==> src/rtl/mii_enc_pkg.sv <==
package mii_enc_pkg;

  localparam int NIB_W = 4;
  localparam int SYM_W = 5;

  typedef logic [SYM_W-1:0] sym_t;
  typedef logic [NIB_W-1:0] nib_t;

  localparam sym_t SYM_IDLE = 5'b11111;
  localparam sym_t SYM_J    = 5'b11000;
  localparam sym_t SYM_K    = 5'b10001;
  localparam sym_t SYM_T    = 5'b01101;
  localparam sym_t SYM_R    = 5'b00111;
  localparam sym_t SYM_HALT = 5'b00100;

  // frame position tracked by the framer
  typedef enum logic [1:0] {
    FR_IDLE  = 2'd0,
    FR_KPEND = 2'd1,
    FR_DATA  = 2'd2,
    FR_RPEND = 2'd3
  } fr_state_e;

  // which symbol class the current cycle calls for
  typedef enum logic [2:0] {
    SEL_IDLE = 3'd0,
    SEL_J    = 3'd1,
    SEL_K    = 3'd2,
    SEL_DATA = 3'd3,
    SEL_T    = 3'd4,
    SEL_R    = 3'd5
  } sel_e;

  // 4B5B data mapping, bit 3 of the nibble is the MSB of the index
  function automatic sym_t nib_to_sym(input nib_t n);
    sym_t s;
    case (n)
      4'h0: s = 5'b11110;
      4'h1: s = 5'b01001;
      4'h2: s = 5'b10100;
      4'h3: s = 5'b10101;
      4'h4: s = 5'b01010;
      4'h5: s = 5'b01011;
      4'h6: s = 5'b01110;
      4'h7: s = 5'b01111;
      4'h8: s = 5'b10010;
      4'h9: s = 5'b10011;
      4'hA: s = 5'b10110;
      4'hB: s = 5'b10111;
      4'hC: s = 5'b11010;
      4'hD: s = 5'b11011;
      4'hE: s = 5'b11100;
      default: s = 5'b11101;
    endcase
    return s;
  endfunction

  // symbols that may be overridden by a transmit error
  function automatic logic sel_is_frame(input sel_e s);
    return (s == SEL_J) || (s == SEL_K) || (s == SEL_DATA);
  endfunction

endpackage

==> src/rtl/mii_enc_framer.sv <==
module mii_enc_framer
  import mii_enc_pkg::*;
(
  input  logic      clk,
  input  logic      rst_n,
  input  logic      tx_en,
  output fr_state_e state_o,
  output sel_e      sel_o,
  output logic      sof_o,
  output logic      eof_o
);

  fr_state_e state_q, state_d;
  sel_e      sel_d;

  always_comb begin
    state_d = state_q;
    sel_d   = SEL_IDLE;
    if (tx_en) begin
      case (state_q)
        FR_KPEND: begin
          sel_d   = SEL_K;
          state_d = FR_DATA;
        end
        FR_DATA: begin
          sel_d   = SEL_DATA;
          state_d = FR_DATA;
        end
        default: begin // idle or R slot: a new frame starts with J
          sel_d   = SEL_J;
          state_d = FR_KPEND;
        end
      endcase
    end else begin
      case (state_q)
        FR_KPEND, FR_DATA: begin
          sel_d   = SEL_T;
          state_d = FR_RPEND;
        end
        FR_RPEND: begin
          sel_d   = SEL_R;
          state_d = FR_IDLE;
        end
        default: begin
          sel_d   = SEL_IDLE;
          state_d = FR_IDLE;
        end
      endcase
    end
  end

  always_ff @(posedge clk or negedge rst_n) begin
    if (!rst_n) state_q <= FR_IDLE;
    else        state_q <= state_d;
  end

  assign state_o = state_q;
  assign sel_o   = sel_d;
  assign sof_o   = tx_en && ((state_q == FR_IDLE) || (state_q == FR_RPEND));
  assign eof_o   = !tx_en && ((state_q == FR_KPEND) || (state_q == FR_DATA));

  // a frame start always leaves K pending for the next clock
  p_sof_kpend_r3: assert property (@(posedge clk) disable iff (!rst_n)
    sof_o |=> (state_o == FR_KPEND));

  // the end of a frame always leaves R pending
  p_eof_rpend_r6: assert property (@(posedge clk) disable iff (!rst_n)
    eof_o |=> (state_o == FR_RPEND));

endmodule

==> src/rtl/mii_enc_select.sv <==
module mii_enc_select
  import mii_enc_pkg::*;
(
  input  sel_e  sel_i,
  input  logic  tx_er,
  input  nib_t  txd,
  output sym_t  sym_o,
  output logic  halt_o
);

  sym_t base;

  always_comb begin
    case (sel_i)
      SEL_J:    base = SYM_J;
      SEL_K:    base = SYM_K;
      SEL_DATA: base = nib_to_sym(txd);
      SEL_T:    base = SYM_T;
      SEL_R:    base = SYM_R;
      default:  base = SYM_IDLE;
    endcase
  end

  // error only matters on cycles that carry frame content
  assign halt_o = tx_er && sel_is_frame(sel_i);
  assign sym_o  = halt_o ? SYM_HALT : base;

endmodule

==> src/rtl/mii_sym_encoder.sv <==
module mii_sym_encoder
  import mii_enc_pkg::*;
(
  input  logic             clk,
  input  logic             rst_n,
  input  logic             tx_en,
  input  logic             tx_er,
  input  logic [NIB_W-1:0] txd,
  output logic [SYM_W-1:0] code_o
);

  fr_state_e fr_state;
  sel_e      fr_sel;
  logic      fr_sof;
  logic      fr_eof;
  sym_t      next_sym;
  logic      halt_now;
  sym_t      code_q;

  mii_enc_framer u_framer (
    .clk     (clk),
    .rst_n   (rst_n),
    .tx_en   (tx_en),
    .state_o (fr_state),
    .sel_o   (fr_sel),
    .sof_o   (fr_sof),
    .eof_o   (fr_eof)
  );

  mii_enc_select u_select (
    .sel_i  (fr_sel),
    .tx_er  (tx_er),
    .txd    (txd),
    .sym_o  (next_sym),
    .halt_o (halt_now)
  );

  always_ff @(posedge clk or negedge rst_n) begin
    if (!rst_n) code_q <= SYM_IDLE;
    else        code_q <= next_sym;
  end

  assign code_o = code_q;

  // quiet line stays idle whatever data or error show
  p_idle_quiet_r2: assert property (@(posedge clk) disable iff (!rst_n)
    (!tx_en && fr_state == FR_IDLE) |=> (code_o == SYM_IDLE));

  // clean frame start is J
  p_start_j_r3: assert property (@(posedge clk) disable iff (!rst_n)
    (fr_sof && !tx_er) |=> (code_o == SYM_J));

  // data nibble appears coded one clock later
  p_data_code_r4: assert property (@(posedge clk) disable iff (!rst_n)
    (tx_en && !tx_er && fr_state == FR_DATA) |=> (code_o == nib_to_sym($past(txd))));

  // error inside the enable yields HALT
  p_halt_r5: assert property (@(posedge clk) disable iff (!rst_n)
    (tx_en && tx_er) |=> (code_o == SYM_HALT));

  // T is followed by R when the enable stays low
  p_t_then_r_r6: assert property (@(posedge clk) disable iff (!rst_n)
    (code_o == SYM_T && !tx_en) |=> (code_o == SYM_R));

  // HALT flag and the registered output agree one clock apart
  p_halt_latency_r8: assert property (@(posedge clk) disable iff (!rst_n)
    halt_now |=> (code_o == SYM_HALT));

endmodule

==> config.mk <==
export PLATFORM = sky130hd
export DESIGN_NAME = mii_sym_encoder
export DESIGN_NICKNAME = d
export VERILOG_FILES = /design/src/rtl/mii_enc_pkg.sv /design/src/rtl/mii_enc_framer.sv /design/src/rtl/mii_enc_select.sv /design/src/rtl/mii_sym_encoder.sv
export SDC_FILE = /design/constraint.sdc
export NUM_CORES = 1
export LEC_CHECK = 0
export BUFFER_PORTS_ARGS = -buffer_cell sky130_fd_sc_hd__buf_2
export CELL_PAD_IN_SITES_DETAIL_PLACEMENT = 0
export CELL_PAD_IN_SITES_GLOBAL_PLACEMENT = 1
export CORE_AREA = 2 2 40 42
export CTS_CLUSTER_DIAMETER = 50
export DETAILED_ROUTE_END_ITERATION = 6
export DIE_AREA = 0 0 42 44
export PLACE_DENSITY = 0.81
export SETUP_SLACK_MARGIN = 0.15
export SYNTH_ARGS = -nofsm -noshare
export SYNTH_HDL_FRONTEND = slang
export SYNTH_SLANG_ARGS = --single-unit
==> constraint.sdc <==
create_clock -name clk -period 1.9 [get_ports clk]
set_clock_uncertainty 0.15 [all_clocks]
set_input_delay 0.38 -clock clk [delete_from_list [all_inputs] [get_ports clk]]
set_output_delay 0.38 -clock clk [all_outputs]
set_load 0.03 [all_outputs]
# == Word level (Yosys, flattened, before mapping) ==
# Memories as Yosys holds them, arrays and structs flattened.
# Index checks and enable logic that the tools add are counted.
# Widths: inputs -> output; s select.
# word_totals
ff_bits,7
latch_bits,0
mem_bits_rw,0
rom_bits,80
input_bits,8
out_inout_bits,5
mem_count,1
# classes
n_addsub,0
n_mul,0
div_mod_pow,0
order_cmp,0
n_eq_ne,8
shift,0
muxes,8
bitwise_logic,0
reduce_logical,4
# mem_list
name,words,width,rd,rd_clocked_by_memory_dff,wr,line_no,rtl
(no name shown),16,5,1,0,0,mii_enc_pkg.sv:37,case (n)
# op_table
op,count
$pmux 5 s5,1
$eq 3x2->1 const B,2
$eq 3x3->1 const B,2
$mux 2,3
$pmux 3 s2,1
$mux 5,1
$eq 2x2->1 const B,2
$pmux 2 s2,1
$eq 3x1->1 const B,1
$mux 3,1
$eq 2x1->1 const B,1
$logic_or 1x1->1,2
$reduce_or 2->1,1
$logic_and 1x1->1,1

# == Longest topological paths before layout ==
# depth
depth_word,9
ltp_mapped,6
depth_no_buf,6

# == By module ==
# From an unflattened synthesis, not the netlist that was laid out.
# unflattened
hier_cells,42
hier_area_um2,439.2
# modules_own_cells
mod,n_inst,cells_each,area_per_inst_um2,seq_area_each_um2
mii_enc_select,1,25,180.2,0.0
mii_sym_encoder,1,5,131.4,131.4
mii_enc_framer,1,12,127.6,50.0

# == Least setup slack after synthesis ==
# OpenSTA, ideal clock, no wires.
# synth_timing
path_type,register to register
start,register u_framer.state_q[1] (netlist: u_framer.state_o[1])
end,register code_q[0] (netlist: code_o[0])
t_arrival_ns,1.468
required_time_ns,1.670
setup_slack_ns,0.202
path_stages_with_launch,7
n_path_buf,0
synth_period_minus_slack_ns,1.698
path_cell_list,dfrtp_1 > inv_1 > ha_1 > ha_1 > nor2_1 > a32o_2 > a32oi_2
# synth_via
elab_chain_len,9
# synth_lines
item,line_no,rtl
"start, declared",mii_enc_framer.sv:13,"fr_state_e state_q, state_d;"
"start signal, assigned",mii_enc_framer.sv:54,else state_q <= state_d;
$eq 2x2->1 or $eq 2x1->1 (tied branches),n/a,
$reduce_or 2->1 (no line),n/a,
$pmux 3 s2,mii_enc_framer.sv:35,case (state_q)
$mux 3 (*),mii_enc_framer.sv:19,if (tx_en) begin
"parallel branches: the longest is 4 deep, another holds $pmux 5 s5",n/a,
$mux 5 (*),mii_enc_select.sv:26,assign sym_o = halt_o ? SYM_HALT : base;
net next_sym[0],mii_sym_encoder.sv:16,sym_t next_sym;
"end signal, assigned",mii_sym_encoder.sv:40,else code_q <= next_sym;
"end, declared",mii_sym_encoder.sv:18,sym_t code_q;
# Mark *: on every way through the listed nets, which the timed path passes.

# == Worst setup path after layout ==
# layout_timing
start,register u_framer.state_q[0] (netlist: u_framer.state_o[0])
end,register code_q[3] (netlist: code_o[3])
# The elaborated chain is that of the path after synthesis.

==> results.py <==
metrics = {
    "layout": {
        "multi_input_area_um2": 287,
        "fin_area_um2": 618,
        "drive_gt1_share_pct": 43.3,
        "instances_no_fill": 83,
        "nNetsFinal": 80,
        "seq_area_um2": 181,
        "antenna_cells": 0,
        "postLayoutCoreUtil_pct": 43.6,
        "area.growth.synth_to_final_pct": 31.7,
        "fill_cells": 148,
    },
    "power_and_ir_drop": {
        "peakVddDrop_mv": 0.479,
        "p_leak_nw": 0.280,
        "powerDensity_nw_per_um2": 1780,
        "p_seq_share_pct": 25.7,
        "switching_share_pct": 41.8,
        "internal-power_uw": 639,
        "pwr-share-comb_pct": 62.2,
        "p_sw_uw": 459,
        "clockPowerShare_pct": 12.2,
    },
    "setup_path": {
        "r2r_cells": 6,
        "worstPathArrival_ps": 1650,
        "start_kind": "flop",
        "path_class": "reg -> reg",
        "cp.required_ps": 1920,
        "path_max_fanout": 4,
        "cp-end-kind": "flop",
    },
    "routing": {
        "drc": 0,
        "antenna_left": 0,
        "vias": 409,
        "drt_iter0_drc": 6,
        "vias_per_cell": 4.93,
        "routed_wl_um": 1050,
        "drtPass1Iterations": 3,
        "wl_per_cell_um": 12.7,
    },
    "yosys": {
        "synth.distinct_cells": 27,
        "yosysSeqAreaShare_pct": 38.7,
        "synth_seq_cells": 7,
        "syn_area_per_cell_um2": 9.58,
        "synth_nets": 61,
        "synth_area_um2": 469,
        "yosys_warnings": 0,
        "syn_inst": 49,
    },
    "floorplanning": {
        "row_count": 14,
        "core-area_um2": 1420,
        "floorplan.die.width_um": 42,
        "io_pins": 13,
        "die_h_um": 44,
        "initial_core_util_pct": 33.1,
        "dieArea_um2": 1850,
    },
    "placed_design": {
        "hpwl_um": 770,
        "port-buffer-count": 12,
        "postPlaceCellArea_um2": 549,
        "place.gp.congestion": 0.811,
        "placedCellCount": 77,
    },
    "global_routing": {
        "gr-total-overflow": 0,
        "antenna_found_initial": 0,
        "track_usage_pct": 14.8,
        "grt_pass1_wl_um": 1940,
        "grt_max_degree": 14,
        "grt_pass1_vias": 414,
    },
    "worst_hold_path": {
        "min_path_type": "in -> reg",
        "whs_path_depth": 2,
    },
    "sta": {
        "finalSetupTns_ps": 0,
        "final-hold-violation-count": 0,
        "slew_viol_final": 0,
        "slew-limit-headroom_pct": 80.9,
        "post-route-period-util_pct": 86.0,
        "setup_viol": 0,
        "fmax_mhz": 612,
        "rsz0062_at_grt": "false",
        "fin_crit_ps": 1630,
        "tightestPinTransition_ps": 286,
    },
    "clock_network": {
        "clk_latency_ps": 250,
        "clk_pin_slew_ps": 50,
        "clockRootBuffer": "clkbuf_4",
        "cts_tree": "built",
        "htreeDepth": 1,
        "max-clock-path-buffers": 2,
        "clock_sinks": 7,
        "cts_made_buffers": 3,
    },
    "flow_run": {
        "cap_violations": 0,
    },
    "status": {
        "status": "complete, no violations",
    },
}
[layout by cell type (no fill, tap or decap), types with 2 or more instances in the layout]
cell      netlist  layout
nor2_1          6       6
buf_2           0      12
dfstp_2         5       5
nand2_1         3       3
ha_1            4       2
dfrtp_1         2       2
clkbuf_4        0       3
o21ai_0         4       4
buf_4           1       2
ha_4            0       2
inv_1           5       4
[synthesized netlist by cell type, drive strengths merged]
library cell  n  area (um^2)
buf           1         7.51
nor2b         1         13.8
a211oi        1         7.51
nand3         1         5.00
a21oi         1         5.00
inv           5         18.8
nor3          1         5.00
nand2         3         11.3
a22oi         1         7.51
o21a          1         7.51
a32o          1         11.3
o21bai        2         18.8
and2          1         6.26
o2111ai       1         8.76
o21ai         4         20.0
a22o          1         8.76
nor2          6         22.5
dfstp         5          131
or2           1         6.26
dfrtp         2         50.1
a21boi        1         7.51
ha            4         50.1
a32oi         1         16.3
o211ai        1         7.51
o22ai         1         6.26
a2bb2oi       1         8.76
[worst max-delay path, cell delays in order (launching register included)]
cell and delay [ps]:
dfrtp_1 380, inv_2 90, ha_4 220, ha_4 170, o211ai_1 240, a2bb2oi_1 110
o22ai_1 180
[area by class of cell]
class / instances / share of cell area (%)
clock buffer: 4 / 4.25
inverter: 5 / 3.04
timing repair buffer: 15 / 13.8
multi-input combinational: 36 / 46.4
tap: 16 / 3.24
sequential: 7 / 29.4
[layer usage]
| layer | GRT usage, % | share of wire [%] | vias to the layer above |
|---|---|---|---|
| li1 | - | - | 212 |
| met1 | 17.5 | 44 | 182 |
| met2 | 24.1 | 49 | 13 |
| met3 | 0 | 4.1 | 2 |
| met4 | 15.5 | 3.2 | 0 |
| met5 | 0 | 0 | - |
[logic make-up after synthesis]
group / after synthesis / share of synthesized area, %
DFF: 7 / 38.7
AOI/OAI and AO/OA: 18 / 30.1
buffers and inverters: 6 / 5.60
and+or+nand+nor: 14 / 14.9
adders and majority gates: 4 / 10.7
[power groups by stage]
stage	Combinational (mW)	Sequential (mW)	Clock, mW
finish	0.682	0.281	0.133
global route	0.752	0.293	0.145
CTS	0.599	0.280	0.139
global placement	0.555	0.286	0
detailed placement	0.562	0.292	0
floorplan	0.293	0.414	0
[flip-flops by register name (all words and copies together) (netlist names)]
name / cells
code_o: 5
u_framer.state_o: 2
[metrics by stage]
step                hold WS, ps  power [mW]  setup WS [ps]
floorplan                 -65.6       0.707            202
global placement           65.9       0.841           68.5
finish                      194        1.10            266
CTS                         184        1.02            155
global route                199        1.19            156
detailed placement         66.3       0.854           40.1
[what timing repair did]
item | in CTS | in global routing
cloned | 0 | 0
endpoints found under the hold margin | 2 | 0
endpoints found under the setup margin | 5 | 5
resized for setup | 1 | 5
hold buffers | 1 | 0
setup buffers | 1 | 0
pin swaps | 1 | 3
[path summary, 6_finish.rpt]
path / start / to / slack (ps)
setup / recovery: u_framer.state_o[0] / code_o[3] / 270
hold / removal: tx_er / code_o[0] / 190
setup reg to reg: u_framer.state_o[0] / code_o[3] / 270
hold reg to reg: u_framer.state_o[1] / u_framer.state_o[1] / 520
max in group asynchronous: rst_n / code_o[2] / 1040
min in group asynchronous: rst_n / u_framer.state_o[1] / 340
(Power assumes the default switching activity.)
